<file path="src/rtl/tod_snap_pkg.sv">
package tod_snap_pkg;

   // One select bit per mapped register word
   typedef struct packed {
      logic sec_hi;
      logic sec_lo;
      logic nsec;
      logic freq;
   } tod_sel_t;

   localparam tod_sel_t SEL_NONE = '{sec_hi: 1'b0, sec_lo: 1'b0, nsec: 1'b0, freq: 1'b0};

   function automatic tod_sel_t sel_gate(input tod_sel_t s, input logic en);
      tod_sel_t r;
      r.sec_hi = s.sec_hi & en;
      r.sec_lo = s.sec_lo & en;
      r.nsec   = s.nsec   & en;
      r.freq   = s.freq   & en;
      return r;
   endfunction

endpackage

</file>
<file path="src/rtl/tod_snap_decode.sv">
module tod_snap_decode
   import tod_snap_pkg::*;
#(
   parameter int                ADDR_W     = 12,
   parameter logic [ADDR_W-1:0] OFF_SEC_HI = 12'h100,
   parameter logic [ADDR_W-1:0] OFF_SEC_LO = 12'h104,
   parameter logic [ADDR_W-1:0] OFF_NSEC   = 12'h108,
   parameter logic [ADDR_W-1:0] OFF_FREQ   = 12'h038
) (
   input  logic [ADDR_W-1:0] addr,
   output tod_sel_t          sel
);

   always_comb begin
      sel        = SEL_NONE;
      sel.sec_hi = (addr == OFF_SEC_HI);
      sel.sec_lo = (addr == OFF_SEC_LO);
      sel.nsec   = (addr == OFF_NSEC);
      sel.freq   = (addr == OFF_FREQ);
   end

endmodule

</file>
<file path="src/rtl/tod_snap_capture.sv">
module tod_snap_capture #(
   parameter int SEC_W = 48
) (
   input  logic             clk,
   input  logic             rst_n,
   input  logic             cap_en,
   input  logic [SEC_W-1:0] live_sec,
   output logic [SEC_W-1:0] snap_sec
);

   always_ff @(posedge clk or negedge rst_n) begin
      if (!rst_n) begin
         snap_sec <= '0;
      end else if (cap_en) begin
         snap_sec <= live_sec;
      end
   end

endmodule

</file>
<file path="src/rtl/tod_snap_stage.sv">
module tod_snap_stage #(
   parameter int DATA_W = 32,
   parameter int SEC_W  = 48,
   parameter int NS_W   = 32
) (
   input  logic              clk,
   input  logic              rst_n,
   input  logic              wr_hi,
   input  logic              wr_lo,
   input  logic              wr_ns,
   input  logic [DATA_W-1:0] wdata,
   output logic              load_stb,
   output logic [SEC_W-1:0]  load_sec,
   output logic [NS_W-1:0]   load_ns
);

   localparam int HI_W = SEC_W - DATA_W;

   logic [HI_W-1:0]   shadow_hi;
   logic [DATA_W-1:0] shadow_lo;

   // Shadow words: generate one register per seconds word
   for (genvar w = 0; w < 2; w++) begin : g_word
      if (w == 0) begin : g_lo
         always_ff @(posedge clk or negedge rst_n) begin
            if (!rst_n)     shadow_lo <= '0;
            else if (wr_lo) shadow_lo <= wdata;
         end
      end else begin : g_hi
         always_ff @(posedge clk or negedge rst_n) begin
            if (!rst_n)     shadow_hi <= '0;
            else if (wr_hi) shadow_hi <= wdata[HI_W-1:0];
         end
      end
   end

   always_ff @(posedge clk or negedge rst_n) begin
      if (!rst_n) begin
         load_stb <= 1'b0;
         load_sec <= '0;
         load_ns  <= '0;
      end else begin
         load_stb <= wr_ns;
         if (wr_ns) begin
            load_sec <= {shadow_hi, shadow_lo};
            load_ns  <= wdata[NS_W-1:0];
         end
      end
   end

endmodule

</file>
<file path="src/rtl/tod_snap_rmux.sv">
module tod_snap_rmux
   import tod_snap_pkg::*;
#(
   parameter int DATA_W = 32,
   parameter int SEC_W  = 48,
   parameter int NS_W   = 32,
   parameter int CLK_HZ = 200_000_000
) (
   input  logic              clk,
   input  logic              rst_n,
   input  tod_sel_t          rd_sel,
   input  logic              rd_en,
   input  logic [NS_W-1:0]   live_ns,
   input  logic [SEC_W-1:0]  snap_sec,
   output logic [DATA_W-1:0] rdata
);

   localparam logic [DATA_W-1:0] FREQ_WORD = DATA_W'(CLK_HZ);

   logic [DATA_W-1:0] ns_word;
   logic [DATA_W-1:0] hi_word;
   logic [DATA_W-1:0] lo_word;
   logic [DATA_W-1:0] rd_next;

   // Zero-extend narrow fields; variant chosen by width
   if (NS_W == DATA_W) begin : g_ns_full
      assign ns_word = live_ns;
   end else begin : g_ns_pad
      assign ns_word = {{(DATA_W-NS_W){1'b0}}, live_ns};
   end

   if (SEC_W == 2*DATA_W) begin : g_hi_full
      assign hi_word = snap_sec[SEC_W-1:DATA_W];
   end else begin : g_hi_pad
      assign hi_word = {{(2*DATA_W-SEC_W){1'b0}}, snap_sec[SEC_W-1:DATA_W]};
   end

   assign lo_word = snap_sec[DATA_W-1:0];

   always_comb begin
      rd_next = '0;
      unique case (1'b1)
         rd_sel.nsec:   rd_next = ns_word;
         rd_sel.sec_lo: rd_next = lo_word;
         rd_sel.sec_hi: rd_next = hi_word;
         rd_sel.freq:   rd_next = FREQ_WORD;
         default:       rd_next = '0;
      endcase
   end

   always_ff @(posedge clk or negedge rst_n) begin
      if (!rst_n)     rdata <= '0;
      else if (rd_en) rdata <= rd_next;
   end

endmodule

</file>
<file path="src/rtl/tod_snap_regs.sv">
module tod_snap_regs
   import tod_snap_pkg::*;
#(
   parameter int                ADDR_W     = 12,
   parameter int                DATA_W     = 32,
   parameter int                SEC_W      = 48,
   parameter int                NS_W       = 32,
   parameter int                CLK_HZ     = 200_000_000,
   parameter logic [ADDR_W-1:0] OFF_SEC_HI = 12'h100,
   parameter logic [ADDR_W-1:0] OFF_SEC_LO = 12'h104,
   parameter logic [ADDR_W-1:0] OFF_NSEC   = 12'h108,
   parameter logic [ADDR_W-1:0] OFF_FREQ   = 12'h038
) (
   input  logic              clk,
   input  logic              rst_n,
   input  logic [ADDR_W-1:0] bus_addr,
   input  logic              bus_wr,
   input  logic [DATA_W-1:0] bus_wdata,
   input  logic              bus_rd,
   output logic [DATA_W-1:0] bus_rdata,
   input  logic [SEC_W-1:0]  live_sec,
   input  logic [NS_W-1:0]   live_ns,
   output logic              load_stb,
   output logic [SEC_W-1:0]  load_sec,
   output logic [NS_W-1:0]   load_ns
);

   // Elaboration-time parameter checks
   if (SEC_W <= DATA_W || SEC_W > 2*DATA_W) begin : g_bad_sec_w
      $error("SEC_W must span exactly two data words");
   end
   if (NS_W > DATA_W || NS_W < 1) begin : g_bad_ns_w
      $error("NS_W must fit in one data word");
   end
   if (CLK_HZ < 1) begin : g_bad_clk
      $error("CLK_HZ must be positive");
   end

   tod_sel_t         sel;
   tod_sel_t         rd_sel;
   tod_sel_t         wr_sel;
   logic [SEC_W-1:0] snap_sec;

   tod_snap_decode #(
      .ADDR_W    (ADDR_W),
      .OFF_SEC_HI(OFF_SEC_HI),
      .OFF_SEC_LO(OFF_SEC_LO),
      .OFF_NSEC  (OFF_NSEC),
      .OFF_FREQ  (OFF_FREQ)
   ) u_decode (
      .addr(bus_addr),
      .sel (sel)
   );

   assign rd_sel = sel_gate(sel, bus_rd);
   assign wr_sel = sel_gate(sel, bus_wr);

   tod_snap_capture #(
      .SEC_W(SEC_W)
   ) u_capture (
      .clk     (clk),
      .rst_n   (rst_n),
      .cap_en  (rd_sel.nsec),
      .live_sec(live_sec),
      .snap_sec(snap_sec)
   );

   tod_snap_stage #(
      .DATA_W(DATA_W),
      .SEC_W (SEC_W),
      .NS_W  (NS_W)
   ) u_stage (
      .clk     (clk),
      .rst_n   (rst_n),
      .wr_hi   (wr_sel.sec_hi),
      .wr_lo   (wr_sel.sec_lo),
      .wr_ns   (wr_sel.nsec),
      .wdata   (bus_wdata),
      .load_stb(load_stb),
      .load_sec(load_sec),
      .load_ns (load_ns)
   );

   tod_snap_rmux #(
      .DATA_W(DATA_W),
      .SEC_W (SEC_W),
      .NS_W  (NS_W),
      .CLK_HZ(CLK_HZ)
   ) u_rmux (
      .clk     (clk),
      .rst_n   (rst_n),
      .rd_sel  (rd_sel),
      .rd_en   (bus_rd),
      .live_ns (live_ns),
      .snap_sec(snap_sec),
      .rdata   (bus_rdata)
   );

endmodule

</file>
<file path="config.mk">
export PLATFORM = sky130hd
export DESIGN_NAME = tod_snap_regs
export DESIGN_NICKNAME = d
export VERILOG_FILES = /design/src/rtl/tod_snap_pkg.sv /design/src/rtl/tod_snap_decode.sv /design/src/rtl/tod_snap_capture.sv /design/src/rtl/tod_snap_stage.sv /design/src/rtl/tod_snap_rmux.sv /design/src/rtl/tod_snap_regs.sv
export SDC_FILE = /design/constraint.sdc
export NUM_CORES = 1
export LEC_CHECK = 0
export ABC_CLOCK_PERIOD_IN_PS = 2500
export BUFFER_PORTS_ARGS = -buffer_cell sky130_fd_sc_hd__buf_2
export CAP_MARGIN = 15
export CORE_MARGIN = 2
export CORE_UTILIZATION = 56
export CTS_CLUSTER_DIAMETER = 50
export DETAILED_ROUTE_END_ITERATION = 8
export PLACE_DENSITY = 0.82
export SLEW_MARGIN = 20
export SYNTH_ARGS = -nofsm -noshare
export SYNTH_HDL_FRONTEND = slang
export SYNTH_HIERARCHICAL = 1
export SYNTH_SLANG_ARGS = --single-unit
</file>
<file path="constraint.sdc">
create_clock -name clk -period 2.5 [get_ports clk]
set_input_delay 0.5 -clock clk [delete_from_list [all_inputs] [get_ports clk]]
set_output_delay 0.5 -clock clk [all_outputs]
set_load 0.02 [all_outputs]
</file>
==> impl_results.rst <==
.. list-table::
   :header-rows: 1

   * - Metric
     - Value
   * - Final Hold Vio Count
     - 0
   * - Congestion Overflow GR
     - 0
   * - TritonCTS Buffers
     - 22
   * - Clock Latency Late Sink
     - between 0.4 and 0.5 ns
   * - Setup crit start kind
     - primary input
   * - Run status
     - finished, final reports clean
   * - Height of the die
     - roughly 130 um
   * - Sequential element share of the synthesized area
     - 59.6%
   * - Clock Sinks
     - 209
   * - Via-per-instance ratio
     - 5.41
   * - Post-layout nets
     - between 900 and 1000
   * - Setup Skew
     - approximately 0.0075 ns
   * - Distinct cells, synth
     - 24
   * - Global-route wire length before repair
     - just over 30 mm
   * - Max transition margin
     - approximately 65%
   * - Most used DFF post-synth
     - dfrtp_1
   * - Flop pwr share
     - 49.5%
   * - Leakage Power
     - between 5 and 6 nW
   * - First-pass iteration count of the detailed router
     - 5
   * - Power density over cell area
     - between 600 and 700 nW/um2
   * - Full die area
     - roughly 17000 um2
   * - HP Class
     - in2async
   * - Worst endpoint required time
     - between 2 and 3 ns
   * - Number of remaining DRC errors
     - 0
   * - Net switching power
     - between 0.001 and 0.0015 W
   * - Total wirelength of the detailed-routed design
     - approximately 20 mm
   * - Multi-input logic area
     - about 3000 um2
   * - Largest fanout on the critical path
     - 32
   * - Total of buffers placed on input and output ports
     - 240
   * - Synthesized instance count
     - roughly 540
   * - YS warnings
     - 6
   * - CTS tree
     - built
   * - Unrepaired setup endpoints after global routing
     - false
   * - Proportion of layout cells with a drive suffix above 1
     - between 50% and 60%
   * - Hold-fix buffer count after cts
     - 0
   * - Cell area after technology mapping
     - between 8000 and 9000 um2
   * - Final setup fails
     - 0
   * - Global-route layer with the greatest usage
     - met2
   * - Number of max-cap violations
     - 0
   * - Arrival time worst endpoint
     - 2.45 ns
   * - Final max-slew violation count
     - 0
   * - List of most frequent post-synthesis cells
     - dfrtp_1, mux2_4, mux2_2
   * - Largest net degree at the start of global routing
     - 67
   * - Launching instance or port of the critical path
     - bus_addr[4]
   * - Final Wtd Congestion
     - around 0.79
   * - Startpoint of the lowest-slack register-to-register path
     - u_capture/snap_sec[14]$_DFFE_PN0P_
   * - Routing usage on met1
     - between 30% and 40%
   * - Number of global-route vias before repair
     - just under 6000
   * - Post-CTS Setup Repair Bufs
     - 0
   * - Post-synthesis to final-layout area growth
     - 24.0%
   * - Fill cells
     - 956
   * - Final HPWL DP
     - approximately 13 mm
   * - Fin crit period
     - around 2.1 ns
   * - Number of synthesized flops with an enable pin
     - 0
   * - Highest Clock Rate
     - about 500 MHz
   * - Cell-internal power
     - between 0.005 and 0.006 W
   * - Via count
     - ~5500
   * - Core Box Area
     - ~15000 um2
   * - Top area cells in the synthesized netlist
     - dfrtp_1, mux2_4, mux2_2
   * - Start-to-end type of the worst setup path
     - in2reg
   * - Number of routed nets with antenna violations
     - 0
   * - Register area
     - roughly 5200 um2
   * - Maximum level of the CTS H-tree
     - 1
   * - Setup crit end kind
     - flop
   * - Initial Util
     - 57.6%
   * - Total placed cells including tap cells
     - 975
   * - Cell at the root of the clock tree
     - clkbuf_16
   * - Number of antenna violations at the first check in global routing
     - 1
   * - Logic pwr share
     - around 3.3%
   * - Fraction of met3 tracks used by global routing
     - slightly above 6%
   * - Cell area after layout
     - between 10000 and 15000 um2
   * - Final Cycle Share
     - 82.2%
   * - Row count
     - 45
   * - Global-route total usage across every layer
     - 23.5%
   * - Worst-case vdd ir drop
     - between 0.4 and 0.5 mV
   * - Wire length per cell
     - a little under 20 um
   * - Avg Inst Size Synth
     - approximately 16 um2
   * - CTS clk-pin slew, worst paths
     - about 0.060 ns
   * - Cell Area, Placed
     - slightly above 10000 um2
   * - Async S/R FF share, synth
     - between 90% and 100%
   * - Quantity of gates resized following cts
     - 0
   * - Number of DRC markers in iteration 0
     - 344
   * - Synthesized netlist net count
     - roughly 670
   * - Net switching fraction of the power
     - ~20%
   * - Number of top-level pins
     - roughly 240
   * - Cell type contributing the most total cell area after synthesis
     - dfrtp_1
   * - Summed negative setup slack over all endpoints
     - 0 ns
   * - Most instantiated library cell after synthesis
     - dfrtp_1
   * - Final cell count without fillers
     - 1015
   * - Pin slew with the least headroom to its limit
     - between 0.5 and 0.6 ns
   * - Register bit count reported by yosys
     - roughly 210
   * - Area share of the leading cell type in the synthesized netlist
     - between 50 and 60%
   * - Portion of total power attributed to the clock network
     - a little under half
   * - Chip Width
     - 129 um
   * - Max Buffers Root-to-Sink
     - 3
   * - Met2 track utilization from global routing
     - between 30% and 40%
-- power groups by stage --
stage,logic [W],clock network [W],registers [W]
after floorplan,0.0000263,0,0.00346
after global placement,0.000222,0,0.00346
after detailed placement,0.000233,0,0.00346
after CTS,0.000234,0.00331,0.00340
after global routing,0.000257,0.00345,0.00340
final,0.000229,0.00324,0.00340
-- area by class of cell --
cell class                      count  area share [%]
Tap cell                          211            2.42
Multi-Input combinational cell    261            28.0
Inverter                           33            1.14
Antenna cell                        1          0.0230
Timing Repair Buffer              261            13.7
Sequential cell                   209            48.0
Clock buffer                       32            5.87
Clock inverter                      7           0.816
-- layout by cell type, fill, tap and decap left out, types with 3 or more instances in the layout --
cell type,synthesis,layout
mux2_4,104,104
a221oi_1,9,9
and2_1,7,4
clkinv_2,0,4
o22ai_1,30,30
a22oi_1,7,7
buf_2,6,239
clkbuf_1,10,6
inv_1,33,33
clkbuf_16,0,23
clkbuf_8,0,4
a211oi_1,3,3
a22o_1,3,3
nor4_1,3,3
a222oi_1,13,13
dfrtp_1,209,209
mux2_2,72,72
buf_4,0,11
buf_12,8,10
-- stage by stage --
step	worst slack, ns	power (W)	hold WS, ns	utilization, %
6_report	0.446	0.00687	0.0174	71.4
5_1_grt	0.385	0.00711	0.0423	71.4
4_1_cts	0.520	0.00694	0.0215	71.4
3_5_place_dp	0.00902	0.00369	0.487	66.6
3_3_place_gp	0.0621	0.00368	0.483	66.6
2_1_floorplan	0.306	0.00349	0.204	-
-- flip-flops by register name, indices dropped and copies added, names as in the netlist --
name                count
u_capture/snap_sec     48
u_stage/shadow_lo      32
u_stage/load_sec       48
u_stage/shadow_hi      16
u_rmux/rdata           32
u_stage/load_ns        32
u_stage/load_stb        1
-- worst paths after layout --
kind                                                 endpoint  slack [ns]  depth (start not counted)
min in group clk           u_capture/snap_sec[41]$_DFFE_PN0P_        0.23                          2
max in group asynchronous    u_stage/load_sec[31]$_DFFE_PN0P_        1.77                          2
hold reg to reg               u_stage/load_sec[2]$_DFFE_PN0P_        0.50                          1
hold / removal               u_stage/load_sec[11]$_DFFE_PN0P_        0.02                          1
setup / recovery                  u_rmux/rdata[4]$_DFFE_PN0P_        0.45                          8
setup reg to reg                 u_rmux/rdata[14]$_DFFE_PN0P_        1.38                          3
-- metal layers --
layer	routed length, um	part of all wire [%]	up-vias
met5	0	0	-
met4	234	1.2	0
met3	1620	8.3	19
met2	9470	48	228
met1	8200	42	2790
li1	-	-	2456
-- cells by family after synthesis --
kind of cell,Yosys count,share of synthesized area (%)
simple gates,17,1.37
compound gates,68,6.27
mux,176,27.0
buf+inv,71,5.80
flops,209,59.6
-- critical path: stages --
cell     delay [ns]
buf_2          0.11
or4_1          0.57
nor4_1         0.35
and2_1         0.26
buf_12         0.18
o41ai_4        0.08
buf_12         0.19
o22ai_1        0.18
Power figures use the tool's default switching activity.
